## config.mk

```make
export PLATFORM = sky130hd
export DESIGN_NAME = sec_tally
export DESIGN_NICKNAME = d
export VERILOG_FILES = /design/src/rtl/sec_tally_pkg.sv /design/src/rtl/sec_tally_keysamp.sv /design/src/rtl/sec_tally_phase.sv /design/src/rtl/sec_tally_bcd.sv /design/src/rtl/sec_tally.sv
export SDC_FILE = /design/constraint.sdc
export NUM_CORES = 1
export LEC_CHECK = 0
export ABC_AREA = 0
export BUFFER_PORTS_ARGS = -buffer_cell sky130_fd_sc_hd__buf_2
export CAP_MARGIN = 40
export CORE_ASPECT_RATIO = 0.5
export CORE_MARGIN = 2
export CORE_UTILIZATION = 32
export CTS_BUF_LIST = sky130_fd_sc_hd__clkbuf_4
export CTS_CLUSTER_SIZE = 8
export DETAILED_ROUTE_END_ITERATION = 10
export PLACE_DENSITY_LB_ADDON = 0.08
export SLEW_MARGIN = 15
export SYNTH_ARGS = -nofsm -noshare
export SYNTH_HDL_FRONTEND = slang
export SYNTH_SLANG_ARGS = --single-unit
```

## constraint.sdc

```tcl
create_clock -name clk -period 3.8 [get_ports clk]
set_input_delay 0.19 -clock clk [delete_from_list [all_inputs] [get_ports clk]]
set_output_delay 0.19 -clock clk [all_outputs]
set_load 0.1 [all_outputs]
```

## src/rtl/sec_tally_pkg.sv

```systemverilog
package sec_tally_pkg;
   typedef enum logic {
      SEQ_FREE = 1'b0,
      SEQ_HOLD = 1'b1
   } seq_e;

   localparam logic [3:0] LAMPS_OFF = 4'b0000;
   localparam logic [3:0] LAMPS_ON  = 4'b1111;
endpackage

```

## src/rtl/sec_tally_keysamp.sv

```systemverilog
module sec_tally_keysamp #(
   parameter int SAMPLE_CYCLES  = 1_000_000,
   parameter bit KEY_ACTIVE_LOW = 1'b1
) (
   input  logic clk,
   input  logic rst_n,
   input  logic key_raw,
   output logic press
);
   localparam int SW = $clog2(SAMPLE_CYCLES);
   localparam logic [SW-1:0] S_LAST = SW'(SAMPLE_CYCLES - 1);

   logic          key_up;
   logic          held_q;
   logic [SW-1:0] scnt_q;

   generate
      if (KEY_ACTIVE_LOW) begin : g_low
         assign key_up = key_raw;
      end else begin : g_high
         assign key_up = ~key_raw;
      end
   endgenerate

   always_ff @(posedge clk or negedge rst_n) begin
      if (!rst_n) begin
         scnt_q <= '0;
         held_q <= 1'b1;
         press  <= 1'b0;
      end else if (scnt_q == S_LAST) begin
         scnt_q <= '0;
         held_q <= key_up;
         press  <= held_q & ~key_up;
      end else begin
         scnt_q <= scnt_q + 1'b1;
         press  <= 1'b0;
      end
   end
endmodule

```

## src/rtl/sec_tally_phase.sv

```systemverilog
module sec_tally_phase #(
   parameter int TICK_CYCLES = 50_000_000,
   localparam int PW = $clog2(TICK_CYCLES)
) (
   input  logic          clk,
   input  logic          rst_n,
   input  logic          restart,
   output logic [PW-1:0] phase,
   output logic          last
);
   localparam logic [PW-1:0] P_LAST = PW'(TICK_CYCLES - 1);

   assign last = (phase == P_LAST);

   always_ff @(posedge clk or negedge rst_n) begin
      if (!rst_n)
         phase <= '0;
      else if (restart || last)
         phase <= '0;
      else
         phase <= phase + 1'b1;
   end
endmodule

```

## src/rtl/sec_tally_bcd.sv

```systemverilog
module sec_tally_bcd #(
   parameter int DIGITS = 6
) (
   input  logic                clk,
   input  logic                rst_n,
   input  logic                inc_one,
   input  logic                inc_ten,
   output logic [4*DIGITS-1:0] digits
);
   logic [DIGITS-1:0] ripple;
   assign ripple[0] = inc_one;

   generate
      for (genvar i = 0; i < DIGITS; i++) begin : g_dig
         logic [3:0] d_q;
         logic       cin;
         if (i == 1) begin : g_tens
            assign cin = ripple[1] | inc_ten;
         end else begin : g_plain
            assign cin = ripple[i];
         end
         always_ff @(posedge clk or negedge rst_n) begin
            if (!rst_n)
               d_q <= 4'd0;
            else if (cin)
               d_q <= (d_q == 4'd9) ? 4'd0 : d_q + 4'd1;
         end
         if (i < DIGITS - 1) begin : g_carry
            assign ripple[i+1] = cin & (d_q == 4'd9);
         end
         assign digits[4*i +: 4] = d_q;
      end
   endgenerate
endmodule

```

## src/rtl/sec_tally.sv

```systemverilog
module sec_tally
   import sec_tally_pkg::*;
#(
   parameter int TICK_CYCLES    = 50_000_000,
   parameter int SAMPLE_CYCLES  = 1_000_000,
   parameter int DIGITS         = 6,
   parameter bit KEY_ACTIVE_LOW = 1'b1
) (
   input  logic                clk,
   input  logic                rst_n,
   input  logic                key_pause,
   input  logic                key_add,
   output logic [4*DIGITS-1:0] count_bcd,
   output logic [3:0]          led
);
   localparam int PW = $clog2(TICK_CYCLES);
   localparam logic [PW-1:0] Q1 = PW'(TICK_CYCLES / 4);
   localparam logic [PW-1:0] Q2 = PW'(TICK_CYCLES / 2);
   localparam logic [PW-1:0] Q3 = PW'(3 * (TICK_CYCLES / 4));

   generate
      if (TICK_CYCLES < 8 || TICK_CYCLES % 4 != 0) begin : g_bad_tick
         $error("TICK_CYCLES must be a multiple of 4 and at least 8");
      end
      if (SAMPLE_CYCLES < 2) begin : g_bad_sample
         $error("SAMPLE_CYCLES must be at least 2");
      end
      if (DIGITS < 2) begin : g_bad_digits
         $error("DIGITS must be at least 2");
      end
   endgenerate

   logic          hit_pause, hit_add;
   logic [PW-1:0] phase;
   logic          phase_last;
   seq_e          seq_q;
   logic          paused_q, pend_q;
   logic          holding, start_hold, end_hold, inc_one;

   sec_tally_keysamp #(.SAMPLE_CYCLES(SAMPLE_CYCLES), .KEY_ACTIVE_LOW(KEY_ACTIVE_LOW)) u_kp (
      .clk(clk), .rst_n(rst_n), .key_raw(key_pause), .press(hit_pause));

   sec_tally_keysamp #(.SAMPLE_CYCLES(SAMPLE_CYCLES), .KEY_ACTIVE_LOW(KEY_ACTIVE_LOW)) u_ka (
      .clk(clk), .rst_n(rst_n), .key_raw(key_add), .press(hit_add));

   assign holding    = (seq_q == SEQ_HOLD);
   assign start_hold = !holding && hit_add;
   assign end_hold   = holding && phase_last;
   assign inc_one    = !holding && !paused_q && phase_last && !hit_add;

   sec_tally_phase #(.TICK_CYCLES(TICK_CYCLES)) u_phase (
      .clk(clk), .rst_n(rst_n), .restart(start_hold), .phase(phase), .last(phase_last));

   sec_tally_bcd #(.DIGITS(DIGITS)) u_bcd (
      .clk(clk), .rst_n(rst_n), .inc_one(inc_one), .inc_ten(end_hold), .digits(count_bcd));

   always_ff @(posedge clk or negedge rst_n) begin
      if (!rst_n) begin
         seq_q    <= SEQ_FREE;
         paused_q <= 1'b0;
         pend_q   <= 1'b0;
      end else if (!holding) begin
         if (hit_pause) paused_q <= ~paused_q;
         if (hit_add) begin
            seq_q  <= SEQ_HOLD;
            pend_q <= 1'b0;
         end
      end else if (end_hold) begin
         seq_q    <= SEQ_FREE;
         paused_q <= paused_q ^ pend_q ^ hit_pause;
         pend_q   <= 1'b0;
      end else if (hit_pause) begin
         pend_q <= ~pend_q;
      end
   end

   always_ff @(posedge clk or negedge rst_n) begin
      if (!rst_n)
         led <= LAMPS_OFF;
      else if (paused_q || holding)
         led <= (phase >= Q2) ? LAMPS_ON : LAMPS_OFF;
      else if (phase < Q1)
         led <= 4'b0001;
      else if (phase < Q2)
         led <= 4'b0010;
      else if (phase < Q3)
         led <= 4'b0100;
      else
         led <= 4'b1000;
   end
endmodule

```

=== After elaboration in Yosys (flattened, before gate mapping) ===
Index checks and enable logic that the tools add are counted.

* Flip-flop bits (word level): 101
* Word-level logic and storage cells: 95
* Output and inout port bits: 28
* Input bits: 4

* Add/subtract/negate cells: 9
* Magnitude comparators: 4
* Muxes and demuxes: 26
* Reductions and logical operators: 14
* Equality and inequality tests: 11
* Bitwise gates (word level): 14

{| class="wikitable"
|+ Operator list
! operator !! number
|-
| two-way mux 4 bit || 11
|-
| adder 20 x 1 -> 20 bit, second input constant || 2
|-
| == test 20 bit, second input constant || 2
|-
| two-way mux 20 bit || 2
|-
| adder 26 x 1 -> 26 bit, second input constant || 1
|-
| == test 26 bit, second input constant || 1
|-
| greater-or-equal comparator 26 x 25 -> 1 bit, second input constant || 1
|-
| less-than comparator 26 x 24 -> 1 bit, second input constant || 1
|-
| less-than comparator 26 x 25 -> 1 bit, second input constant || 1
|-
| less-than comparator 26 bit, second input constant || 1
|-
| two-way mux 26 bit || 1
|-
| adder 4 x 1 -> 4 bit, second input constant || 6
|-
| == test 4 bit, second input constant || 6
|-
| two-way mux 1 bit || 12
|-
| AND 1 bit || 7
|-
| logical AND 1 bit || 5
|-
| NOT 1 bit || 4
|-
| AND reduction 2 bit || 2
|-
| nonzero test 2 bit || 2
|-
| logical NOT 1 bit || 3
|-
| != test 3 x 1 -> 1 bit, second input constant || 1
|-
| logical OR 1 bit || 2
|-
| != test 2 x 1 -> 1 bit, second input constant || 1
|-
| bitwise XOR 1 bit || 2
|-
| OR 1 bit || 1
|}

=== Depth between registers and ports, before layout ===
Gate-level depths: netlist (run 1).

* Depth after elaboration: 10
* Depth in mapped cells: 8
* Depth with buffers taken out: 6

=== By module ===
From an unflattened synthesis (run 1), not the netlist that was laid out.

* Cell total of the unflattened synthesis: 518
* Area, all modules: 5,243.8 um^2

{| class="wikitable"
|+ Modules (own cells, without submodules)
! module !! instances !! cells an instance !! area each (um^2) !! seq. area each (um^2)
|-
| sec_tally_keysamp || 2 || 100 || 1,043.5 || 551.8
|-
| sec_tally_phase || 1 || 144 || 1,385.1 || 650.6
|-
| sec_tally_bcd || 1 || 119 || 1,273.7 || 600.6
|-
| sec_tally || 1 || 55 || 498.0 || 175.2
|}

=== Worst setup path before layout (run 1) ===
Ideal clock, no wire load.

* Path type: register to register
* Start: register u_bcd.g_dig[0].d_q[0]
* End: register u_bcd.g_dig[3].d_q[0]
* Setup time: 0.156 ns
* Period minus slack after synthesis: 2.676 ns
* Cell stages (with the launch flop): 6
* Path slack: 1.124 ns
* Data required time: 3.644 ns
* Data arrival time: 2.520 ns
* Cell sequence: dfrtp_1 > nor4b_1 > a21oi_1 > or4_4 > or3_4 > xnor2_2

* Longest elaborated chain between the ends: 5

{| class="wikitable"
|+ Ends and longest elaborated chain
! what !! line !! text
|-
| start, declared || sec_tally_bcd.sv:15 || <nowiki>logic [3:0] d_q;</nowiki>
|-
| start signal, assigned || sec_tally_bcd.sv:26 || <nowiki>d_q <= (d_q == 4'd9) ? 4'd0 : d_q + 4'd1;</nowiki>
|-
| == test 4 bit || sec_tally_bcd.sv:29 || <nowiki>assign ripple[i+1] = cin & (d_q == 4'd9);</nowiki>
|-
| AND 1 bit || sec_tally_bcd.sv:29 ||
|-
| OR 1 bit || sec_tally_bcd.sv:18 || <nowiki>assign cin = ripple[1] | inc_ten;</nowiki>
|-
| AND 1 bit (2 in series) || sec_tally_bcd.sv:29 ||
|-
| end signal, assigned || sec_tally_bcd.sv:26 ||
|-
| end, declared || sec_tally_bcd.sv:15 ||
|}

No other way between the ends.
A chain may end at the register's enable or synchronous reset.

=== Worst setup path in the final report (run 1) ===
* Start: register u_phase.phase[0]
* End: register u_bcd.g_dig[3].d_q[0]

* Longest elaborated chain between the ends: 7
* Elaborated cells on any way between the ends: 8
* Classes of those cells: eq/ne: 1; bitwise: 4; reduce/logical: 3

{| class="wikitable"
|+ Ends and longest elaborated chain
! what !! line !! text
|-
| start, declared || sec_tally_phase.sv:8 || <nowiki>output logic [PW-1:0] phase,</nowiki>
|-
| start signal, assigned || sec_tally_phase.sv:21 || <nowiki>phase <= phase + 1'b1;</nowiki>
|-
| == test 26 bit (*) || sec_tally_phase.sv:13 || <nowiki>assign last = (phase == P_LAST);</nowiki>
|-
| logical AND 1 bit (2 in series) || sec_tally.sv:49 || <nowiki>assign inc_one = !holding && !paused_q && phase_last && !hit_add;</nowiki>
|-
| AND 1 bit || sec_tally_bcd.sv:29 ||
|-
| OR 1 bit (*) || sec_tally_bcd.sv:18 ||
|-
| AND 1 bit (*) (2 in series) || sec_tally_bcd.sv:29 ||
|}

Mark *: on every way between the ends. The rest lies on a longest branch, timed or not.

==> flow_summary.toml, run 1 <==
[placed_design]
routabilityCongestion = 0.743
port_buffers = 31
hpwl_um = 7120

[critical_path]
crit_path_end = "u_bcd.g_dig[3].d_q[0]"
reg2reg_to = "u_bcd.g_dig[3].d_q[0]"
path_cells = "ha_1, nand3_1, or4_4, or4_4, or3_4, xnor2_2"
regToRegStartpoint = "u_phase.phase[0]"
r2r_cells = 6
critPathTopFamily = "simple AND/OR/NAND/NOR gates"
worst-path-buf-inv = 0
worstPathArrival_ps = 2870
cpMostUsedCell = "or4_4"
crit_fanout = 5
critical_path_required_ps = 4150
cp.depth = 6
start_kind = "flop"
ff2ff_setup_slack_ps = 1280
max_stage_delay_ps = 570
endpoint_kind = "flop"
path_class = "flop to flop"
critPathSlowestCell = "or4_4"
critPathLaunch = "u_phase.phase[0]"

[drt]
routed_wl_um = 10300
routed_via_density = 4.80
highest_layer = "met4"
dr.pass1.iters = 4
vias = 3621
wl_met2_um = 4410
drtIter0Drc = 191
drc_errors = 0
postRouteAntennaNets = 0
wl_met3_um = 252
wl_per_cell_um = 13.7
wl_met1_um = 5610

[global_routing]
grt_pass1_wl_um = 18300
overflow = 0
first_global_vias = 3612
grtUsageTotal_pct = 13.6
antenna_found_initial = 1
grt_max_degree = 55

[power_and_ir_drop]
powerDensity_nw_per_um2 = 292
peakVddDrop_mv = 0.108
leakage_nw = 2.56

[logic_synthesis]
synth_top_area_share_pct = 49.6
syn_nets = 509
syn_area_per_cell_um2 = 9.94
yosys_warnings = 0
synth-async-reset-ratio_pct = 100
synth_top_area_cell = "dfrtp_1"
synth_ff_type = "dfrtp_1"
synth_cell_types = 57
syn_inst = 502
synth-edff-count = 0
synth_common_cells = "99 x dfrtp_1, 67 x nor2_1, 43 x nand2_1"
synth_seq_area_share_pct = 50.7
yosysMostFrequentCell = "dfrtp_1"
synthTopCellsByArea = "dfrtp_1 50%, xnor2_1 6.0%, xor2_1 6.0%, nor2_1 5.0%, nand3_1 3.5%"
syn_area_um2 = 4990
ys_ff_latch = 101

[clocking]
clk_root_buffer_cell = "clkbuf_4"
postCtsSetupBuffers = 0
clk_latency_ps = 460
clockBufferDepth = 2
cts_made_buffers = 9
cts_tree = "yes"
cts.sinks = 101
path_clk_slew_ps = 170
htreeDepth = 3

[sta]
worst_pin_slew_ps = 822
holdWs_ps = 313
fin_tns_setup_ps = 0
setup_viol = 0
final_max_slew_viol_count = 0
relSlewSlack_pct = 44.7
skew_ps = 27.7
max_freq_mhz = 398
min_period_ps = 2520
hold_viol = 0
rsz0062_at_grt = "false"
min_period_over_period_pct = 66.2

[floorplanning]
boundaryPins = 32
rows = 32
die_h_um = 92.3
fp.dieW_um = 181
start_util_pct = 32.5
core-area_um2 = 15300
die_area_um2 = 16700

[cells_and_area]
num-nets-final = 551
syn_to_final_growth_pct = 11.5
drive_gt1_share_pct = 13.5

[worst_hold_path]
hp-class = "input pin to async pin"

[status]
outcome = "finished clean"

[flow_run]
max_cap_violations = 0
layout make-up:
class,instances,area (µm²)
repair buffers,42,245
fillers,1579,9770
clock inverters,7,50.0
inverters,16,60.1
multi-input cells,374,2360
diodes,1,2.50
clock buffers,9,67.6
flip-flops and latches,101,2530
well taps,204,255
kinds of logic (layout without fill, tap and decap cells):
kind of cell | Yosys count | count (layout) | synth area share (%)
and+or+nand+nor | 249 | 249 | 26.5
AOI/OAI and AO/OA | 46 | 46 | 6.19
adders and majority gates | 3 | 3 | 0.752
xor gates and xnor gates | 69 | 69 | 12.3
muxes | 7 | 7 | 1.50
DFF | 101 | 101 | 50.7
other | 0 | 1 | 0
buffers and inverters | 27 | 74 | 2.11
flip-flops by register name, summed over array words and instances, names as in the netlist:
name             count
holding              1
led                  4
paused_q             1
pend_q               1
u_bcd.g_dig.d_q     24
u_ka.held_q          1
u_ka.press           1
u_ka.scnt_q         20
u_kp.held_q          1
u_kp.press           1
u_kp.scnt_q         20
u_phase.phase       26
cell usage in the layout (no fill, tap or decap), drive strengths merged, types with 3 or more instances in the layout:
master       netlist  final
nand3b             3      3
nand3             36     36
clkinv             0      3
nor3              10     10
and2               3      3
and3b              3      3
inv               16     18
nor4b              4      4
buf                3     38
and3              13     13
o21ai             15     15
xor2              34     34
a21o               3      3
nand2b             5      5
mux2               4      4
ha                 3      3
or4                4      4
nor4              10     10
or2                4      4
a31oi              4      4
nor2              67     67
and4               6      6
dlygate4sd3        0      3
dfrtp             99     99
nand2             43     43
mux2i              3      3
xnor2             35     35
nand4             24     24
a22o               3      3
clkbuf             8     10
a21oi              5      5
nor2b              6      6
worst min-delay path by stage:
stage / endpoint / cells after the start / slack [ps] / from
2_1_floorplan: holding / 0 / -110 / rst_n
3_3_place_gp: u_phase.phase[15] / 1 / 310 / rst_n
3_5_place_dp: u_bcd.g_dig[3].d_q[3] / 1 / 320 / rst_n
4_1_cts: u_bcd.g_dig[3].d_q[3] / 2 / 320 / rst_n
5_1_grt: u_bcd.g_dig[4].d_q[0] / 2 / 340 / rst_n
6_report: u_bcd.g_dig[3].d_q[2] / 2 / 310 / rst_n
stage by stage:
step / setup WS, ps / area, µm² / utilization [%] / total power, mW / cells
after floorplan: 1120 / 4990 / - / 1.10 / 502
after global placement: 1320 / 5410 / 35.3 / 1.12 / 733
after detailed placement: 1280 / 5410 / 35.3 / 1.12 / 733
after CTS: 1270 / 5560 / 36.3 / 1.67 / 752
after global routing: 1090 / 5570 / 36.3 / 1.72 / 754
final: 1280 / 5570 / 36.3 / 1.63 / 754
where the power goes:
| group | internal, mW | switching (mW) |
|---|---|---|
| sequential | 1.08 | 0 |
| clock | 0.138 | 0.387 |
| combinational | 0.00494 | 0.0223 |
per-layer routing:
| layer | up-vias | track usage [%] |
|---|---|---|
| met5 | - | 0 |
| met1 | 1735 | 19.6 |
| met2 | 34 | 20.8 |
| li1 | 1845 | - |
| met4 | 0 | 2.82 |
| met3 | 7 | 3.30 |
repair_timing:
item                      4_1_cts  5_1_grt
hold buffers                    3        0
hold endpoints to repair       55        0
resized for setup               0        0
(Power assumes the default switching activity.)
==> inputs of run 2 (changes only) <==
==> constraint.sdc (replaced) <==
create_clock -name clk -period 2.4 [get_ports clk]
set_input_delay 0.12 -clock clk [delete_from_list [all_inputs] [get_ports clk]]
set_output_delay 0.12 -clock clk [all_outputs]
set_load 0.1 [all_outputs]
==> run 2 against run 1 <==
Compared with the run above: fmax grew 11%; clock-buffer cell count is the same; clock skew shrank 11 ps; critical path type unchanged; sequential share of layout area shrank 2.6 points; first-iteration DRC count grew 8.9%; sequential power grew 57%; critical path depth is the same; final cell count grew 4.6%; combinational power grew 72%; largest cell class unchanged.
==> flow_summary.toml, run 2 (same netlist as run 1, synthesis figures left out) <==
[status]
outcome = "finished clean"

[global_routing]
grt_use_met1_pct = 18.9
grtUsageTotal_pct = 13.6
antenna_found_initial = 0
met2_usage_pct = 21.5
first_global_vias = 3656
top_usage_layer = "met2"
grt_max_degree = 58
grt_pass1_wl_um = 18200
grt_use_met3_pct = 3.22
overflow = 0

[drt]
vias = 3783
postRouteAntennaNets = 0
drtIter0Drc = 208
routed_wl_um = 10600
dr.pass1.iters = 6
drc_errors = 0
routed_via_density = 4.79
wl_per_cell_um = 13.4

[critical_path]
worstPathArrival_ps = 2630
ff2ff_setup_slack_ps = 130
regToRegStartpoint = "u_phase.phase[0]"
critical_path_required_ps = 2760
r2r_cells = 6
max_stage_delay_ps = 560
path_cells = "ha_1, nand3_1, or4_4, or4_4, or3_4, xnor2_2"
crit_fanout = 5
critPathSlowestCell = "or4_4"
endpoint_kind = "flop"
worst-path-buf-inv = 0
critPathTopFamily = "simple AND/OR/NAND/NOR gates"
cpMostUsedCell = "or4_4"
reg2reg_to = "u_bcd.g_dig[3].d_q[0]"
start_kind = "flop"
path_class = "flop to flop"

[clocking]
clk_latency_ps = 460
clockBufferDepth = 2
cts_tree = "yes"
clk_root_buffer_cell = "clkbuf_4"
cts.sinks = 101
cts_made_buffers = 9
htreeDepth = 3
cts-resized-gates = 0
path_clk_slew_ps = 170

[sta]
fin_tns_setup_ps = 0
rsz0062_at_grt = "false"
setup_slack_ps = 131
relSlewSlack_pct = 62.2
worst_pin_slew_ps = 566
hold_viol = 0
max_freq_mhz = 441
setup_viol = 0
final_max_slew_viol_count = 0
min_period_ps = 2270
min_period_over_period_pct = 94.5
skew_ps = 16.3

[cells_and_area]
largest_register_ffs = 26
diodes = 0
num-nets-final = 587
drive_gt1_share_pct = 19.7
layout_commonest_cell = "dfrtp_1"
fillerInstances = 1554
largest-register = "u_phase.phase"
multi_input_area_um2 = 2360
final_cell_mix = "93 x dfrtp_1, 67 x nor2_1, 43 x nand2_1"
syn_to_final_growth_pct = 18.8
top_regs = "u_phase.phase: 26 flops, u_bcd.g_dig.d_q: 24 flops"
seq_area_um2 = 2540

[placed_design]
hpwl_um = 7520
routabilityCongestion = 0.760
port_buffers = 31
place_ws_ps = 81.4

[floorplanning]
rows = 32
fp.dieW_um = 181
boundaryPins = 32
die_area_um2 = 16700
die_h_um = 92.3
core-area_um2 = 15300
start_util_pct = 32.5

[flow_run]
max_cap_violations = 0

[power_and_ir_drop]
leakage_nw = 2.77
powerDensity_nw_per_um2 = 471
peakVddDrop_mv = 0.266

[worst_hold_path]
hp-class = "input pin to async pin"
[run 2: cell types whose count changed in the layout (fill, tap and decap cells not counted), moves of 2 or more]
cell / delta
dfrtp_2: +6
clkinv_2: -2
bufinv_16: +2
buf_4: +34
dfrtp_1: -6
buf_12: +2
[run 2: timing repair]
action                                 in CTS  in global routing
endpoints found under the hold margin     104                  0
buffers inserted                            0                  2
setup endpoints to repair                   0                  1
hold buffers                                4                  0
[run 2: power breakdown]
group	switching, mW	internal (mW)
clock	0.608	0.437
combinational	0.0355	0.0113
sequential	0	1.70
[run 2: final cells by class]
class                   instances  area share (%)
flip-flops and latches        101            42.8
multi-input cells             374            39.7
repair buffers                 78            9.20
well taps                     204            4.31
clock inverters                 7            1.79
clock buffers                   9            1.14
inverters                      16            1.01
[run 2: layer usage]
layer,wire length [µm],vias to the layer above
met1,5480,1819
met5,0,-
met4,90,0
li1,-,1914
met3,262,10
met2,4740,40
[run 2: worst max-delay path by stage]
stage,slack [ps],cells after the start,end,from
after floorplan,5,5,u_bcd.g_dig[5].d_q[1],u_bcd.g_dig[2].d_q[3]
after global placement,100,5,u_bcd.g_dig[3].d_q[0],u_phase.phase[22]
after detailed placement,80,5,u_bcd.g_dig[3].d_q[0],u_phase.phase[22]
after CTS,80,5,u_bcd.g_dig[3].d_q[0],u_phase.phase[22]
after global routing,4,6,u_bcd.g_dig[3].d_q[0],u_phase.phase[0]
final,130,6,u_bcd.g_dig[3].d_q[0],u_phase.phase[0]
[run 2: metrics by stage]
step	power (mW)	cells	hold WS [ps]	util (%)	area, µm²
after global routing	2.96	789	112	38.7	5930
after CTS	2.87	787	107	38.6	5910
final	2.79	789	144	38.7	5930
after global placement	1.78	767	-5.65	37.2	5700
after floorplan	1.73	502	-176	-	5000
after detailed placement	1.78	767	-1.92	37.2	5700
